===== src/rtl/pbps_pkg.sv =====
package pbps_pkg;

  typedef enum logic [2:0] {
    PS_OFF,
    PS_UP_A,
    PS_UP_B,
    PS_WAIT_HOLD,
    PS_ON,
    PS_SLEEP
  } pwr_state_e;

  // Always-on group is powered in every state but off.
  function automatic logic aon_group_on(pwr_state_e s);
    return s != PS_OFF;
  endfunction

  // Switchable group is powered from the second power-up step until sleep/off.
  function automatic logic sw_group_on(pwr_state_e s);
    return (s == PS_UP_B) || (s == PS_WAIT_HOLD) || (s == PS_ON);
  endfunction

  // True on the last cycle of a step delay of dly cycles.
  function automatic logic step_reached(int unsigned cnt, int unsigned dly);
    return (cnt + 1) == dly;
  endfunction

  // States in which the boot can still be aborted by releasing the button.
  function automatic logic in_boot(pwr_state_e s);
    return (s == PS_UP_A) || (s == PS_UP_B) || (s == PS_WAIT_HOLD);
  endfunction

endpackage


===== src/rtl/pbps_step_timer.sv =====
module pbps_step_timer #(
  parameter int STEP_DLY = 16,
  parameter int CNT_W    = $clog2(STEP_DLY + 1)
) (
  input  logic clk,
  input  logic rst,
  input  logic run,
  output logic done
);
  import pbps_pkg::*;

  logic [CNT_W-1:0] cnt_q;

  always_ff @(posedge clk) begin
    if (rst || !run) cnt_q <= '0;
    else             cnt_q <= cnt_q + CNT_W'(1);
  end

  assign done = run && step_reached(32'(cnt_q), STEP_DLY);

endmodule


===== src/rtl/pbps_fsm.sv =====
module pbps_fsm (
  input  pbps_pkg::pwr_state_e st_q,
  input  logic                 btn_n,
  input  logic                 hold,
  input  logic                 en,
  input  logic                 step_done,
  output pbps_pkg::pwr_state_e st_nxt,
  output logic                 boot_abort
);
  import pbps_pkg::*;

  always_comb begin
    st_nxt = st_q;
    unique case (st_q)
      PS_OFF:       if (!btn_n) st_nxt = PS_UP_A;
      PS_UP_A: begin
        if (btn_n)          st_nxt = PS_OFF;
        else if (step_done) st_nxt = PS_UP_B;
      end
      PS_UP_B:      st_nxt = btn_n ? PS_OFF : PS_WAIT_HOLD;
      PS_WAIT_HOLD: begin
        if (hold)       st_nxt = PS_ON;
        else if (btn_n) st_nxt = PS_OFF;
      end
      PS_ON: begin
        if (!hold)            st_nxt = PS_OFF;
        else if (!en && btn_n) st_nxt = PS_SLEEP;
      end
      PS_SLEEP: begin
        if (!hold)           st_nxt = PS_OFF;
        else if (en || !btn_n) st_nxt = PS_ON;
      end
      default:      st_nxt = PS_OFF;
    endcase
  end

  assign boot_abort = in_boot(st_q) && (st_nxt == PS_OFF);

endmodule


===== src/rtl/pbps_outreg.sv =====
module pbps_outreg #(
  parameter int AON_W = 4,
  parameter int SW_W  = 8
) (
  input  logic                 clk,
  input  logic                 rst,
  input  pbps_pkg::pwr_state_e st_nxt,
  input  logic                 btn_n,
  output logic [AON_W-1:0]     aon_en,
  output logic [SW_W-1:0]      sw_en,
  output logic                 btn_stat_n
);
  import pbps_pkg::*;

  always_ff @(posedge clk) begin
    if (rst) begin
      aon_en     <= '0;
      sw_en      <= '0;
      btn_stat_n <= 1'b1;
    end else begin
      aon_en     <= {AON_W{aon_group_on(st_nxt)}};
      sw_en      <= {SW_W{sw_group_on(st_nxt)}};
      btn_stat_n <= (st_nxt == PS_OFF) ? 1'b1 : btn_n;
    end
  end

endmodule


===== src/rtl/pb_power_seq.sv =====
module pb_power_seq #(
  parameter int AON_W    = 4,
  parameter int SW_W     = 8,
  parameter int STEP_DLY = 16
) (
  input  logic             clk,
  input  logic             rst,
  input  logic             btn_n,
  input  logic             hold,
  input  logic             en,
  output logic [AON_W-1:0] aon_en,
  output logic [SW_W-1:0]  sw_en,
  output logic             btn_stat_n
);
  import pbps_pkg::*;

  localparam int CNT_W = $clog2(STEP_DLY + 1);

  pwr_state_e st_q;
  pwr_state_e st_nxt;
  logic       step_done;
  logic       boot_abort;

  always_ff @(posedge clk) begin
    if (rst) st_q <= PS_OFF;
    else     st_q <= st_nxt;
  end

  pbps_step_timer #(
    .STEP_DLY(STEP_DLY),
    .CNT_W   (CNT_W)
  ) u_timer (
    .clk (clk),
    .rst (rst),
    .run (st_q == PS_UP_A),
    .done(step_done)
  );

  pbps_fsm u_fsm (
    .st_q      (st_q),
    .btn_n     (btn_n),
    .hold      (hold),
    .en        (en),
    .step_done (step_done),
    .st_nxt    (st_nxt),
    .boot_abort(boot_abort)
  );

  pbps_outreg #(
    .AON_W(AON_W),
    .SW_W (SW_W)
  ) u_out (
    .clk       (clk),
    .rst       (rst),
    .st_nxt    (st_nxt),
    .btn_n     (btn_n),
    .aon_en    (aon_en),
    .sw_en     (sw_en),
    .btn_stat_n(btn_stat_n)
  );

endmodule


===== config.mk =====
export PLATFORM = sky130hd
export DESIGN_NAME = pb_power_seq
export DESIGN_NICKNAME = d
export VERILOG_FILES = /design/src/rtl/pbps_pkg.sv /design/src/rtl/pbps_step_timer.sv /design/src/rtl/pbps_fsm.sv /design/src/rtl/pbps_outreg.sv /design/src/rtl/pb_power_seq.sv
export SDC_FILE = /design/constraint.sdc
export NUM_CORES = 1
export LEC_CHECK = 0
export BUFFER_PORTS_ARGS = -buffer_cell sky130_fd_sc_hd__buf_4
export CORE_AREA = 3 3 40 42
export CTS_BUF_LIST = sky130_fd_sc_hd__clkbuf_4 sky130_fd_sc_hd__clkbuf_8
export DETAILED_ROUTE_END_ITERATION = 8
export DIE_AREA = 0 0 43 45
export PLACE_DENSITY = 0.69
export SLEW_MARGIN = 20
export SYNTH_ARGS = -nofsm -noshare
export SYNTH_HDL_FRONTEND = slang
export SYNTH_SLANG_ARGS = --single-unit

===== constraint.sdc =====
create_clock -name clk -period 1.86 [get_ports clk]
set_clock_uncertainty 0.1 [all_clocks]
set_input_delay 0.186 -clock clk [delete_from_list [all_inputs] [get_ports clk]]
set_output_delay 0.186 -clock clk [all_outputs]
set_load 0.01 [all_outputs]

* Yosys cells after proc, flatten, opt, wreduce, memory -nomap -nowiden
Cells that the tools add are included.
W data, S select, Z words.
** Word-level totals
- Bits in registers :: 11
- Output and inout bits :: 13
- Word-level logic and storage cells :: 40
- Input bits :: 5
** Cells by class
- Add/sub/neg operators :: 2
- Mux-type cells :: 11
- Reduce and logical (&&, ||, !) cells :: 13
- Equality and inequality tests :: 9
** Operators by type and width (number)
- $eq A32 B5 Y1 const B :: 1
- $mux W3 :: 9
- $pmux W3 S6 :: 1
- $eq A3 B2 Y1 const B :: 4
- $eq A3 B3 Y1 const B :: 3
- $add A5 B1 Y6 const B :: 1
- $logic_not A3 Y1 :: 2
- $add A5 B1 Y5 const B :: 1
- $logic_or A1 B1 Y1 :: 4
- $eq A3 B1 Y1 const B :: 1
- $logic_not A1 Y1 :: 3
- $reduce_bool A3 Y1 :: 1
- $logic_and A1 B1 Y1 :: 2
- $mux W2 :: 1
- $reduce_or A2 Y1 :: 1

* Depth between registers and ports, before layout
- Depth after elaboration :: 9
- Mapped depth :: 5
- Mapped depth without buffers :: 5

* Modules after synthesis
Synthesis repeated with hierarchy kept, for this count alone.
** Unflattened totals
- Cells, all modules :: 70
- Area total of the unflattened synthesis :: 638.1 µm²
** Modules (own cells, without submodules)
- pbps_step_timer :: area an instance 241.5 µm², instances 1, sequential area each 100.1 µm², cells an instance 26
- pbps_outreg :: area an instance 170.2 µm², instances 1, sequential area each 60.1 µm², cells an instance 19
- pbps_fsm :: area an instance 135.1 µm², instances 1, sequential area each 0.0 µm², cells an instance 18
- pb_power_seq :: area an instance 91.3 µm², instances 1, sequential area each 60.1 µm², cells an instance 7

* Worst setup path after synthesis
OpenSTA, ideal clock, no wires.
- Path type :: flip-flop to flip-flop
- Start point :: register u_timer.cnt_q[0]
- End point :: register st_q[0]
- Slack :: 0.498 ns
- Data required time :: 1.645 ns
- Buffers on the path :: 0
- Arrival :: 1.147 ns
- Cell stages (with the launch flop) :: 6
- Period minus slack after synthesis :: 1.362 ns
- Library setup time :: 0.115 ns
- Cells stage by stage :: dfxtp_1 ha_1 xnor2_1 and3_1 nand4_1 and2_1
** Between the ends
- Word-level cells in the longest chain between the ends :: 6
** Ends and longest elaborated chain
- start, declared :: line pbps_step_timer.sv:12 : logic [CNT_W-1:0] cnt_q;
- start signal, assigned :: line pbps_step_timer.sv:16 : else cnt_q <= cnt_q + CNT_W'(1);
- $add A5 B1 Y6 :: line pbps_pkg.sv:24 : return (cnt + 1) == dly;
- $eq A32 B5 Y1 :: line pbps_pkg.sv:24
- $logic_and A1 B1 Y1 :: line pbps_step_timer.sv:19 : assign done = run && step_reached(32'(cnt_q), STEP_DLY);
- $mux W3 :: line pbps_fsm.sv:18 : else if (step_done) st_nxt = PS_UP_B;
- $mux W3 :: line pbps_fsm.sv:17 : if (btn_n) st_nxt = PS_OFF;
- $pmux W3 S6 :: line pbps_fsm.sv:14 : unique case (st_q)
- end signal, assigned :: line pb_power_seq.sv:26 : else st_q <= st_nxt;
- end, declared :: line pb_power_seq.sv:19 : pwr_state_e st_q;
No other way between the ends.
A chain may end at the register's enable or synchronous reset.

* Worst setup path in the final report
Ends and elaborated chain as after synthesis.

==> metrics.md <==
| Metric | Value |
|---|---|
| Outcome | `finished, final reports clean` |
| Area leader, netlist | `dfxtp_1` |
| Vias after detailed routing | `438` |
| Crit-path leading delay family | `simple AND/OR/NAND/NOR gates` |
| Final Hold Viols | `0` |
| Critical Path Start | `u_timer.cnt_q[0]` |
| Required @ worst endpoint | `1.93 ns` |
| Root buf cell | `clkbuf_4` |
| H-tree depth | `1` |
| I/O pin count | `18` |
| Clk slew on worst S/H paths | `0.07 ns` |
| Post-synth top area share | `38.7%` |
| Tot Pwr | `0.000458 W` |
| HPWL Detailed | `768 um` |
| Post-Synthesis Cell Area | `569 um2` |
| Largest net degree at the start of global routing | `9` |
| Finished Layout Cells | `87` |
| Critical Path End | `st_q[0]` |
| Post-route cell area | `671 um2` |
| Port bufs | `17` |
| Layout area overhead | `17.8%` |
| Via/cell ratio | `5.03` |
| Final WS setup | `0.413 ns` |
| Worst reg2reg path startpoint | `u_timer.cnt_q[0]` |
| Post-CTS setup buffers | `0` |
| Mean post-synth cell area | `9.33 um2` |
| Setup_tns | `0 ns` |
| Worst reg2reg path depth | `5` |
| GRT Total Usage | `12.6%` |
| R2R Setup Slk | `0.41 ns` |
| Maxcap violations | `0` |
| Place WS | `0.425 ns` |
| Worst Hold Class | `primary input to register` |
| Synth Instances | `61` |
| Distinct cells, synth | `27` |
| FMAX | `0.691 GHz` |
| Endpoints failing setup | `0` |
| Post-DP Area | `641 um2` |
| Worst Path Buf+Inv | `0` |
| Seq cells post-synth | `11` |
| Initial antenna violation count | `0` |
| Fin crit share | `77.8%` |
| Most common cell after layout, fill and taps aside | `buf_4` |
| Warnings from Yosys | `0` |
| Crit path DAT | `1.52 ns` |
| GR Overflow Total | `0` |
| Register area share after synthesis | `38.7%` |
| 1st-iter DRT viols | `4` |
| TritonRoute pass-1 iters | `4` |
| ANT nets after route | `0` |
| Unrepaired setup endpoints after global routing | `no` |
| Slew Limit Fails | `0` |
| First-pass GRT wire length | `1.75 mm` |
| Fin nets | `80` |
| Wirelength per Cell | `11.9 um` |
| VDD IR max | `0.000369 V` |
| Core area | `1280 um2` |
| Initial core utilization | `44.3%` |
| Slowest stage delay, CP | `0.34 ns` |
| Ant. Diodes | `0` |
| CP max-delay cell | `dfxtp_1` |
| Ratio of cells with drive above 1 in the final layout | `36.1%` |
| Clk sinks | `11` |
| Die Height | `45 um` |
| Crit-path max FO | `5` |
| Critical path class | `register to register` |
| Worst-margin pin slew | `0.267 ns` |
| Placer Congestion | `0.729` |
| CP Capture Type | `register` |
| Die Wd | `43 um` |
| WP depth | `5` |
| Num CTS Buffers | `3` |
| Placed cell count | `83` |
| DRC | `0` |
| Crit-path cells | `ha_1 -> xnor2_1 -> and3_1 -> nand4_1 -> and2_1` |
| Rows | `13` |
| Crit Reg-Reg Endpoint | `st_q[0]` |
| Vias in the first global route | `414` |
| Max-slew headroom | `82.2%` |
| Cell Pwr Density | `683 nW/um2` |
| Post-CTS Resized | `0` |
| Clk Latency, worst-skew pair | `0.27 ns` |
| Clk buf depth | `2` |
| Leak pwr | `0.286 nW` |
| Syn_nets | `68` |
| Top post-synthesis cells by area | `dfxtp_1 (39%), buf_4 (13%), nor2_1 (4.6%)` |
| Drt total wl | `1.04 mm` |
| Hold-fix buffers, CTS | `0` |
| Final period demand of the worst path | `1.45 ns` |
| Most frequent cells in the layout | `buf_4 (17), dfxtp_1 (11), nor2_1 (7)` |
| Setup crit start kind | `register` |
| CTS tree | `yes` |
| Die area | `1940 um2` |
worst register-to-register path, stage by stage (launching register included):
cell	delay (ns)
dfxtp_1	0.34
ha_1	0.25
xnor2_1	0.20
and3_1	0.18
nand4_1	0.12
and2_1	0.16
registers in the layout (all words and copies together) (netlist names):
name / count
st_q: 3
u_out.aon_en: 1
u_out.btn_stat_n: 1
u_out.sw_en: 1
u_timer.cnt_q: 5
how the worst min path moves through the flow:
| stage | startpoint | slack [ns] | end | depth (start not counted) |
|---|---|---|---|---|
| after global placement | rst | 0.32 | st_q[2] | 2 |
| final | rst | 0.03 | st_q[2] | 2 |
| after floorplan | rst | 0.16 | st_q[2] | 1 |
| after global routing | rst | 0.04 | st_q[2] | 2 |
| after CTS | rst | 0.02 | st_q[2] | 2 |
| after detailed placement | rst | 0.32 | st_q[2] | 2 |
logic make-up after synthesis:
| logic type | after synthesis | synth area share [%] |
|---|---|---|
| XOR/XNOR | 3 | 4.62 |
| adder cells (fa/ha/maj) | 2 | 4.39 |
| flip-flops | 11 | 38.7 |
| AO/OA/AOI/OAI | 9 | 11.9 |
| AND/OR/NAND/NOR | 24 | 25.9 |
| buffers and inverters | 12 | 14.5 |
layout make-up:
type	instances	area, um2
fillers	121	614
multi-input cells	38	267
flip-flops and latches	11	220
repair buffers	17	128
clock buffers	4	30.0
well taps	15	18.8
inverters	2	7.51
per-layer routing:
layer | global-route usage, % | vias to the layer above | wire length (um)
li1 | - | 226 | -
met2 | 20.7 | 18 | 461
met4 | 9.04 | 0 | 25
met3 | 3.98 | 4 | 97
met1 | 13.9 | 190 | 452
met5 | 0 | - | 0
where the power goes:
part           switching (W)  leakage, nW  internal, W
sequential        0.00000431       0.0895     0.000240
clock              0.0000798       0.0184    0.0000976
combinational      0.0000161        0.178    0.0000202
cells in the mapped netlist:
library cell  number
nand2b_2           1
or2b_1             1
xnor2_1            1
a21boi_0           1
a21oi_1            3
dfxtp_1           11
nor3b_1            3
nand2_1            2
xor2_1             2
inv_1              1
inv_2              1
buf_4             10
nand3_1            2
or3_1              1
nand2b_1           1
o21ai_2            1
and2_1             1
and3_1             1
nand4_1            1
ha_1               2
o21a_2             1
o41a_1             1
nand4b_1           2
nand4bb_2          1
nor2_1             7
o22ai_1            1
a311o_1            1
through the flow:
step	utilization, %	hold slack (ns)
after floorplan	-	0.162
after CTS	52.2	0.0240
after detailed placement	49.9	0.318
after global routing	52.2	0.0388
final	52.2	0.0337
after global placement	49.9	0.316
Power figures use the tool's default switching activity.
